### src/rtl/owPkg.sv
package owPkg;
  typedef enum logic [1:0] {
    OW_IDLE  = 2'd0,
    OW_RESET = 2'd1,
    OW_SLOT  = 2'd2
  } owState_e;

  typedef struct packed {
    logic loadCfg;
    logic loadByte;
    logic shiftTx;
    logic sampleBit;
    logic emitByte;
    logic clearPres;
    logic samplePres;
    logic setPres;
    logic lowPhase;
    logic zeroWindow;
    logic finish;
  } owStrobes_t;
endpackage

### src/rtl/owCtl.sv
module owCtl
  import owPkg::*;
#(
  parameter int NUM_BUS          = 8,
  parameter int DATA_W           = 8,
  parameter int CNT_W            = 8,
  parameter int CFG_W            = 8,
  parameter int RESET_LOW_TICKS  = 96,
  parameter int RESET_HIGH_TICKS = 96,
  parameter int PRESENCE_DELAY   = 14,
  localparam int SEL_W = $clog2(NUM_BUS),
  localparam int BIT_W = $clog2(DATA_W)
) (
  input  logic               clk,
  input  logic               rstN,
  input  logic               startReq,
  input  logic               cmdReset,
  input  logic               cmdRead,
  input  logic [SEL_W-1:0]   busSel,
  input  logic [CNT_W-1:0]   byteCount,
  input  logic [NUM_BUS-1:0] busIn,
  input  logic [CFG_W-1:0]   cfgLowTicks,
  input  logic [CFG_W-1:0]   cfgSampleTicks,
  input  logic [CFG_W-1:0]   cfgSlotTicks,
  input  logic [CFG_W-1:0]   cfgRecoverTicks,
  output logic               busy,
  output owStrobes_t         strb
);
  localparam int RST_TOTAL = RESET_LOW_TICKS + RESET_HIGH_TICKS;
  localparam int RST_W     = $clog2(RST_TOTAL + 1);
  localparam int T_W       = (RST_W > CFG_W + 2) ? RST_W : CFG_W + 2;
  localparam logic [BIT_W-1:0] LAST_BIT = BIT_W'(DATA_W - 1);

  owState_e         state;
  logic [T_W-1:0]   tick;
  logic [BIT_W-1:0] bitIdx;
  logic [CNT_W-1:0] bytesLeft;
  logic             readMode;
  logic [T_W-1:0]   slotLast;
  logic             slotEnd;
  logic             rstEnd;

  assign slotLast = T_W'(cfgSlotTicks) + T_W'(cfgRecoverTicks) - T_W'(1);
  assign slotEnd  = (tick == slotLast);
  assign rstEnd   = (tick == T_W'(RST_TOTAL - 1));
  assign busy     = (state != OW_IDLE);

  always_comb begin
    strb = '0;
    unique case (state)
      OW_IDLE: begin
        strb.setPres = ~busIn[busSel];
        if (startReq) begin
          if (cmdReset) begin
            strb.loadCfg   = 1'b1;
            strb.clearPres = 1'b1;
          end else if (byteCount != '0) begin
            strb.loadCfg  = 1'b1;
            strb.loadByte = ~cmdRead;
          end
        end
      end
      OW_RESET: begin
        strb.lowPhase   = (tick < T_W'(RESET_LOW_TICKS));
        strb.samplePres = (tick == T_W'(RESET_LOW_TICKS + PRESENCE_DELAY));
        strb.finish     = rstEnd;
      end
      OW_SLOT: begin
        strb.lowPhase   = (tick < T_W'(cfgLowTicks));
        strb.zeroWindow = ~readMode && (tick < T_W'(cfgSlotTicks));
        strb.sampleBit  = readMode && (tick == T_W'(cfgSampleTicks));
        if (slotEnd) begin
          if (bitIdx == LAST_BIT) begin
            strb.emitByte = readMode;
            if (bytesLeft == CNT_W'(1)) strb.finish = 1'b1;
            else                        strb.loadByte = ~readMode;
          end else begin
            strb.shiftTx = ~readMode;
          end
        end
      end
      default: ;
    endcase
  end

  always_ff @(posedge clk) begin
    if (!rstN) begin
      state     <= OW_IDLE;
      tick      <= '0;
      bitIdx    <= '0;
      bytesLeft <= '0;
      readMode  <= 1'b0;
    end else begin
      unique case (state)
        OW_IDLE: begin
          tick   <= '0;
          bitIdx <= '0;
          if (startReq && cmdReset) begin
            state <= OW_RESET;
          end else if (startReq && byteCount != '0) begin
            state     <= OW_SLOT;
            bytesLeft <= byteCount;
            readMode  <= cmdRead;
          end
        end
        OW_RESET: begin
          if (rstEnd) state <= OW_IDLE;
          else        tick  <= tick + T_W'(1);
        end
        OW_SLOT: begin
          if (slotEnd) begin
            tick   <= '0;
            bitIdx <= bitIdx + BIT_W'(1);
            if (bitIdx == LAST_BIT) begin
              if (bytesLeft == CNT_W'(1)) state <= OW_IDLE;
              else                        bytesLeft <= bytesLeft - CNT_W'(1);
            end
          end else begin
            tick <= tick + T_W'(1);
          end
        end
        default: state <= OW_IDLE;
      endcase
    end
  end

  // a byte command never runs with nothing left to move
  assert_count_nonzero_R6: assert property (@(posedge clk) disable iff (!rstN)
    (state == OW_SLOT) |-> (bytesLeft != '0));
endmodule

### src/rtl/owDp.sv
module owDp
  import owPkg::*;
#(
  parameter int NUM_BUS = 8,
  parameter int DATA_W  = 8,
  localparam int SEL_W = $clog2(NUM_BUS)
) (
  input  logic               clk,
  input  logic               rstN,
  input  owStrobes_t         strb,
  input  logic [SEL_W-1:0]   busSel,
  input  logic [DATA_W-1:0]  txData,
  input  logic [NUM_BUS-1:0] busIn,
  output logic [NUM_BUS-1:0] busOe,
  output logic               presence,
  output logic [DATA_W-1:0]  rxData,
  output logic               rxValid,
  output logic               txAck,
  output logic               done
);
  logic [SEL_W-1:0]  selReg;
  logic [DATA_W-1:0] txShift;
  logic [DATA_W-1:0] rxShift;
  logic              driveLow;

  assign driveLow = strb.lowPhase | (strb.zeroWindow & ~txShift[0]);
  assign rxData   = rxShift;

  for (genvar i = 0; i < NUM_BUS; i++) begin : gOe
    assign busOe[i] = driveLow && (selReg == SEL_W'(i));
  end

  always_ff @(posedge clk) begin
    if (!rstN) begin
      selReg   <= '0;
      txShift  <= '0;
      rxShift  <= '0;
      presence <= 1'b0;
      rxValid  <= 1'b0;
      txAck    <= 1'b0;
      done     <= 1'b0;
    end else begin
      if (strb.loadCfg) selReg <= busSel;
      if (strb.loadByte)     txShift <= txData;
      else if (strb.shiftTx) txShift <= txShift >> 1;
      if (strb.sampleBit) rxShift <= {busIn[selReg], rxShift[DATA_W-1:1]};
      if (strb.clearPres)       presence <= 1'b0;
      else if (strb.samplePres) presence <= ~busIn[selReg];
      else if (strb.setPres)    presence <= 1'b1;
      rxValid <= strb.emitByte;
      txAck   <= strb.loadByte;
      done    <= strb.finish;
    end
  end

  // never more than one line pulled low
  assert_single_line_R2: assert property (@(posedge clk) disable iff (!rstN)
    $onehot0(busOe));
  // each capture acknowledged by a single-cycle pulse
  assert_ack_pulse_R9: assert property (@(posedge clk) disable iff (!rstN)
    txAck |=> !txAck);
endmodule

### src/rtl/owBusMaster.sv
module owBusMaster
  import owPkg::*;
#(
  parameter int NUM_BUS          = 8,
  parameter int DATA_W           = 8,
  parameter int CNT_W            = 8,
  parameter int CFG_W            = 8,
  parameter int RESET_LOW_TICKS  = 96,
  parameter int RESET_HIGH_TICKS = 96,
  parameter int PRESENCE_DELAY   = 14,
  localparam int SEL_W = $clog2(NUM_BUS)
) (
  input  logic               clk,
  input  logic               rstN,
  input  logic               startReq,
  input  logic               cmdReset,
  input  logic               cmdRead,
  input  logic [SEL_W-1:0]   busSel,
  input  logic [CNT_W-1:0]   byteCount,
  input  logic [DATA_W-1:0]  txData,
  output logic               txAck,
  output logic [DATA_W-1:0]  rxData,
  output logic               rxValid,
  input  logic [CFG_W-1:0]   cfgLowTicks,
  input  logic [CFG_W-1:0]   cfgSampleTicks,
  input  logic [CFG_W-1:0]   cfgSlotTicks,
  input  logic [CFG_W-1:0]   cfgRecoverTicks,
  input  logic [NUM_BUS-1:0] busIn,
  output logic [NUM_BUS-1:0] busOe,
  output logic               busy,
  output logic               done,
  output logic               presence
);
  owStrobes_t strb;

  owCtl #(
    .NUM_BUS(NUM_BUS), .DATA_W(DATA_W), .CNT_W(CNT_W), .CFG_W(CFG_W),
    .RESET_LOW_TICKS(RESET_LOW_TICKS), .RESET_HIGH_TICKS(RESET_HIGH_TICKS),
    .PRESENCE_DELAY(PRESENCE_DELAY)
  ) ctl_i (
    .clk(clk), .rstN(rstN), .startReq(startReq), .cmdReset(cmdReset),
    .cmdRead(cmdRead), .busSel(busSel), .byteCount(byteCount), .busIn(busIn),
    .cfgLowTicks(cfgLowTicks), .cfgSampleTicks(cfgSampleTicks),
    .cfgSlotTicks(cfgSlotTicks), .cfgRecoverTicks(cfgRecoverTicks),
    .busy(busy), .strb(strb)
  );

  owDp #(.NUM_BUS(NUM_BUS), .DATA_W(DATA_W)) dp_i (
    .clk(clk), .rstN(rstN), .strb(strb), .busSel(busSel), .txData(txData),
    .busIn(busIn), .busOe(busOe), .presence(presence), .rxData(rxData),
    .rxValid(rxValid), .txAck(txAck), .done(done)
  );

  // all lines released whenever no command runs
  assert_idle_released_R2: assert property (@(posedge clk) disable iff (!rstN)
    !busy |-> (busOe == '0));
  // the datapath never latches a new command while busy
  assert_no_start_while_busy_R11: assert property (@(posedge clk) disable iff (!rstN)
    busy |-> !strb.loadCfg);
  // done only right after busy falls
  assert_done_after_busy_R10: assert property (@(posedge clk) disable iff (!rstN)
    done |-> (!busy && $past(busy)));
endmodule

### config.mk
export PLATFORM = sky130hd
export DESIGN_NAME = owBusMaster
export DESIGN_NICKNAME = d
export VERILOG_FILES = /design/src/rtl/owPkg.sv /design/src/rtl/owCtl.sv /design/src/rtl/owDp.sv /design/src/rtl/owBusMaster.sv
export SDC_FILE = /design/constraint.sdc
export NUM_CORES = 1
export LEC_CHECK = 0
export BUFFER_PORTS_ARGS = -buffer_cell sky130_fd_sc_hd__buf_2
export CAP_MARGIN = 20
export CORE_UTILIZATION = 50
export DETAILED_ROUTE_END_ITERATION = 7
export PLACE_DENSITY = 0.79
export SLEW_MARGIN = 20
export SYNTH_ARGS = -nofsm -noshare
export SYNTH_HDL_FRONTEND = slang
export SYNTH_HIERARCHICAL = 1
export SYNTH_SLANG_ARGS = --single-unit
export TNS_END_PERCENT = 10
### constraint.sdc
create_clock -name clk -period 5.7 [get_ports clk]
set_clock_uncertainty 0.15 [all_clocks]
set_input_delay 1.71 -clock clk [delete_from_list [all_inputs] [get_ports clk]]
set_output_delay 1.71 -clock clk [all_outputs]
set_load 0.005 [all_outputs]
==> impl_metrics.csv <==
group,metric,value,unit
synthesis,ys.flop_type,"dfxtp_1",
layout,postLayoutCoreUtil,59.3,%
cts,cts_tree,"done",
layout,most-common-layout-cells,"84 x buf_2, 54 x inv_1, 47 x dfxtp_1",
routing,num_vias,3960,
cts,clock-sinks,47,
timing,timing.final.ws_setup,0.308,ns
placement,io_buffers,84,
routing,dr.pass1.iters,6,
power,p_total,876,uW
timing,hold_viol,0,
cts,clk_pin_slew,0.09,ns
routing,wl_met2,4980,um
synthesis,synth_cell_types,74,
synthesis,synthCells,507,
critical_path,worstSetupPathType,"input pin to output pin",
cts,cts_buffer_depth,2,
synthesis,syn_avg_cell_area,7.96,um2
layout,multiInputGateArea,2780,um2
layout,diodes,0,
synthesis,ys_seq_elements,47,
layout,drive_above_1_share,19.9,%
routing,postRouteAntennaNets,0,
critical_path,critPathRequiredTime,3.84,ns
die,num_rows,32,
critical_path,r2r_cells,10,
power,peakVddDrop,0.136,mV
global_routing,grt_max_degree,45,
routing,drtIter0Drc,267,
die,dieArea,8440,um2
cts,worstSkewPairLatency,0.31,ns
status,status,"finished, final reports clean",
routing,drc,0,
die,io_pins,85,
critical_path,critPathCaptureType,"output pin",
power,cellPowerDensity,190,nW/um2
critical_path,arrival,3.53,ns
global_routing,grt_pass1_vias,3801,
routing,routed_wl,10000,um
layout,final_common_cell,"buf_2",
synthesis,synth_async_sr_flop_share,0,%
global_routing,overflow,0,
synthesis,synth_edf_count,0,
die,die_w,91.9,um
layout,fin_nets,681,
timing,relSlewSlack,50.3,%
critical_path,crit_path_start_kind,"input pin",
die,initial_core_util,52.0,%
timing,setup_viol,0,
die,die_h,91.9,um
power,p_leak,2.06,nW
routing,avgRoutedWirePerCell,14.8,um
die,core_area,7770,um2
run,cap_viol_max_count,0,
placement,dpl.hpwl,7720,um
min_path,whs_path_depth,2,
routing,routed.top_layer,"met4",
routing,dr_wl_met3,605,um
timing,grt_setup_unrepaired,"false",
critical_path,reg2reg_slack,2.49,ns
timing,worstMarginPinSlew,0.740,ns
layout,regArea,941,um2
global_routing,grt_pass1_wl,16900,um
layout,area_growth,14.1,%
synthesis,yosysSeqAreaShare,23.3,%
global_routing,track_usage,24.3,%
global_routing,grt_antenna_before_repair,0,
placement,dp_slack,0.208,ns
placement,place_congestion,0.914,
synthesis,syn_nets,611,
critical_path,worstPathMaxFanout,4,
routing,vias_per_cell,5.82,
timing,period_minus_slack,5.39,ns
cts,clock-root-buffer,"clkbuf_8",
synthesis,syn-cell-area,4040,um2
cts,cts_buffers,5,
min_path,hold_path_class,"register to register",
cts,cts_max_level,2,
timing,slew_violations,0,
timing,timing.final.crit_share,94.6,%
routing,wl_met1,4320,um
timing,clock.fmax,0.185,GHz
layout,fillers,722,
synthesis,yosysWarnings,6,
timing,setup_tns,0,ns
==> sequential cells by signal (all words and copies together), names as in the netlist, 2 cells and up <==
register / flops
dp_i/txShift: 8
dp_i/selReg: 3
ctl_i/state: 2
ctl_i/bytesLeft: 8
dp_i/rxData: 8
ctl_i/tick: 10
ctl_i/bitIdx: 3
==> cells in the mapped netlist, types with 6 or more instances <==
cell type   n  area share, %
xnor2_1     8            1.7
nand2_1    41            3.8
clkbuf_1   15            1.4
a31oi_1     6           0.93
dfxtp_1    47             23
and3_1      9            1.4
mux2i_1    19            4.7
nor4_1     10            1.5
and2_1     14            2.2
o21ai_0    25            3.1
nor2b_1    15            2.3
xor2_1     10            2.2
nor3_1     17            2.1
nand3_1    20            2.5
a211oi_1    7            1.3
nand4_1     8            1.2
o31ai_1    10            1.9
buf_2       7           0.87
ha_1       39             12
inv_1      54            5.0
nor2_1     21            2.0
a21oi_1    14            1.7
==> kinds of logic (layout without fill, tap and decap cells) <==
kind of cell	Yosys count	count (layout)	share of synthesized area [%]
AND/OR/NAND/NOR	186	186	25.7
AO/OA/AOI/OAI	112	112	19.3
buffers and inverters	80	151	8.21
flip-flops	47	47	23.3
adder cells (fa/ha/maj)	40	40	12.6
multiplexers	23	23	6.39
XOR/XNOR	19	19	4.49
==> worst max-delay path, cell delays in order <==
cell and delay, ns:
buf_2 0.08, inv_1 0.04, ha_1 0.27, a21boi_0 0.17, o21ai_0 0.10, a21boi_0 0.16, o21ai_0 0.09, a21oi_1 0.15
o211ai_1 0.09, and3_1 0.19, o21bai_1 0.27, nor3_1 0.07, buf_2 0.14
==> what timing repair did <==
action                                  in CTS  in global routing
gates resized for setup                      0                  2
buffers inserted                             0                  0
hold buffers                                 0                  0
endpoints found under the setup margin       0                  4
==> path summary, 6_finish.rpt <==
kind / start / to
worst max register to register: ctl_i/tick[3]$_SDFFE_PN0P_ / dp_i/txShift[3]$_SDFFE_PN0P_
worst min register to register: ctl_i/bytesLeft[6]$_SDFFE_PN0P_ / ctl_i/bytesLeft[6]$_SDFFE_PN0P_
worst min-delay path: ctl_i/bytesLeft[6]$_SDFFE_PN0P_ / ctl_i/bytesLeft[6]$_SDFFE_PN0P_
worst max-delay path: cfgLowTicks[1] / busOe[0]
==> layout make-up <==
type                    instances  area share (%)
multi-input cells             380            60.4
flip-flops and latches         47            20.4
repair buffers                 89            9.94
inverters                      54            4.40
well taps                     102            2.77
clock buffers                   5            1.49
clock inverters                 3           0.598
==> power breakdown <==
part           switching (mW)  internal, mW
Sequential             0.0174         0.343
Combinational           0.173         0.126
Clock                   0.126        0.0910
Total                   0.316         0.560
==> per-layer routing <==
layer	track usage, %	vias up
met5	0	-
li1	-	1965
met1	30.1	1826
met4	7.94	0
met2	43.2	157
met3	3.32	12
==> stage by stage <==
stage | instance area [um2] | hold WS (ns) | std cells
floorplan | 4040 | 0.295 | 507
global placement | 4500 | 0.309 | 672
detailed placement | 4500 | 0.321 | 672
CTS | 4600 | 0.339 | 680
global route | 4610 | 0.353 | 680
finish | 4610 | 0.340 | 680
Note: power is estimated with default switching activity, not from simulation.
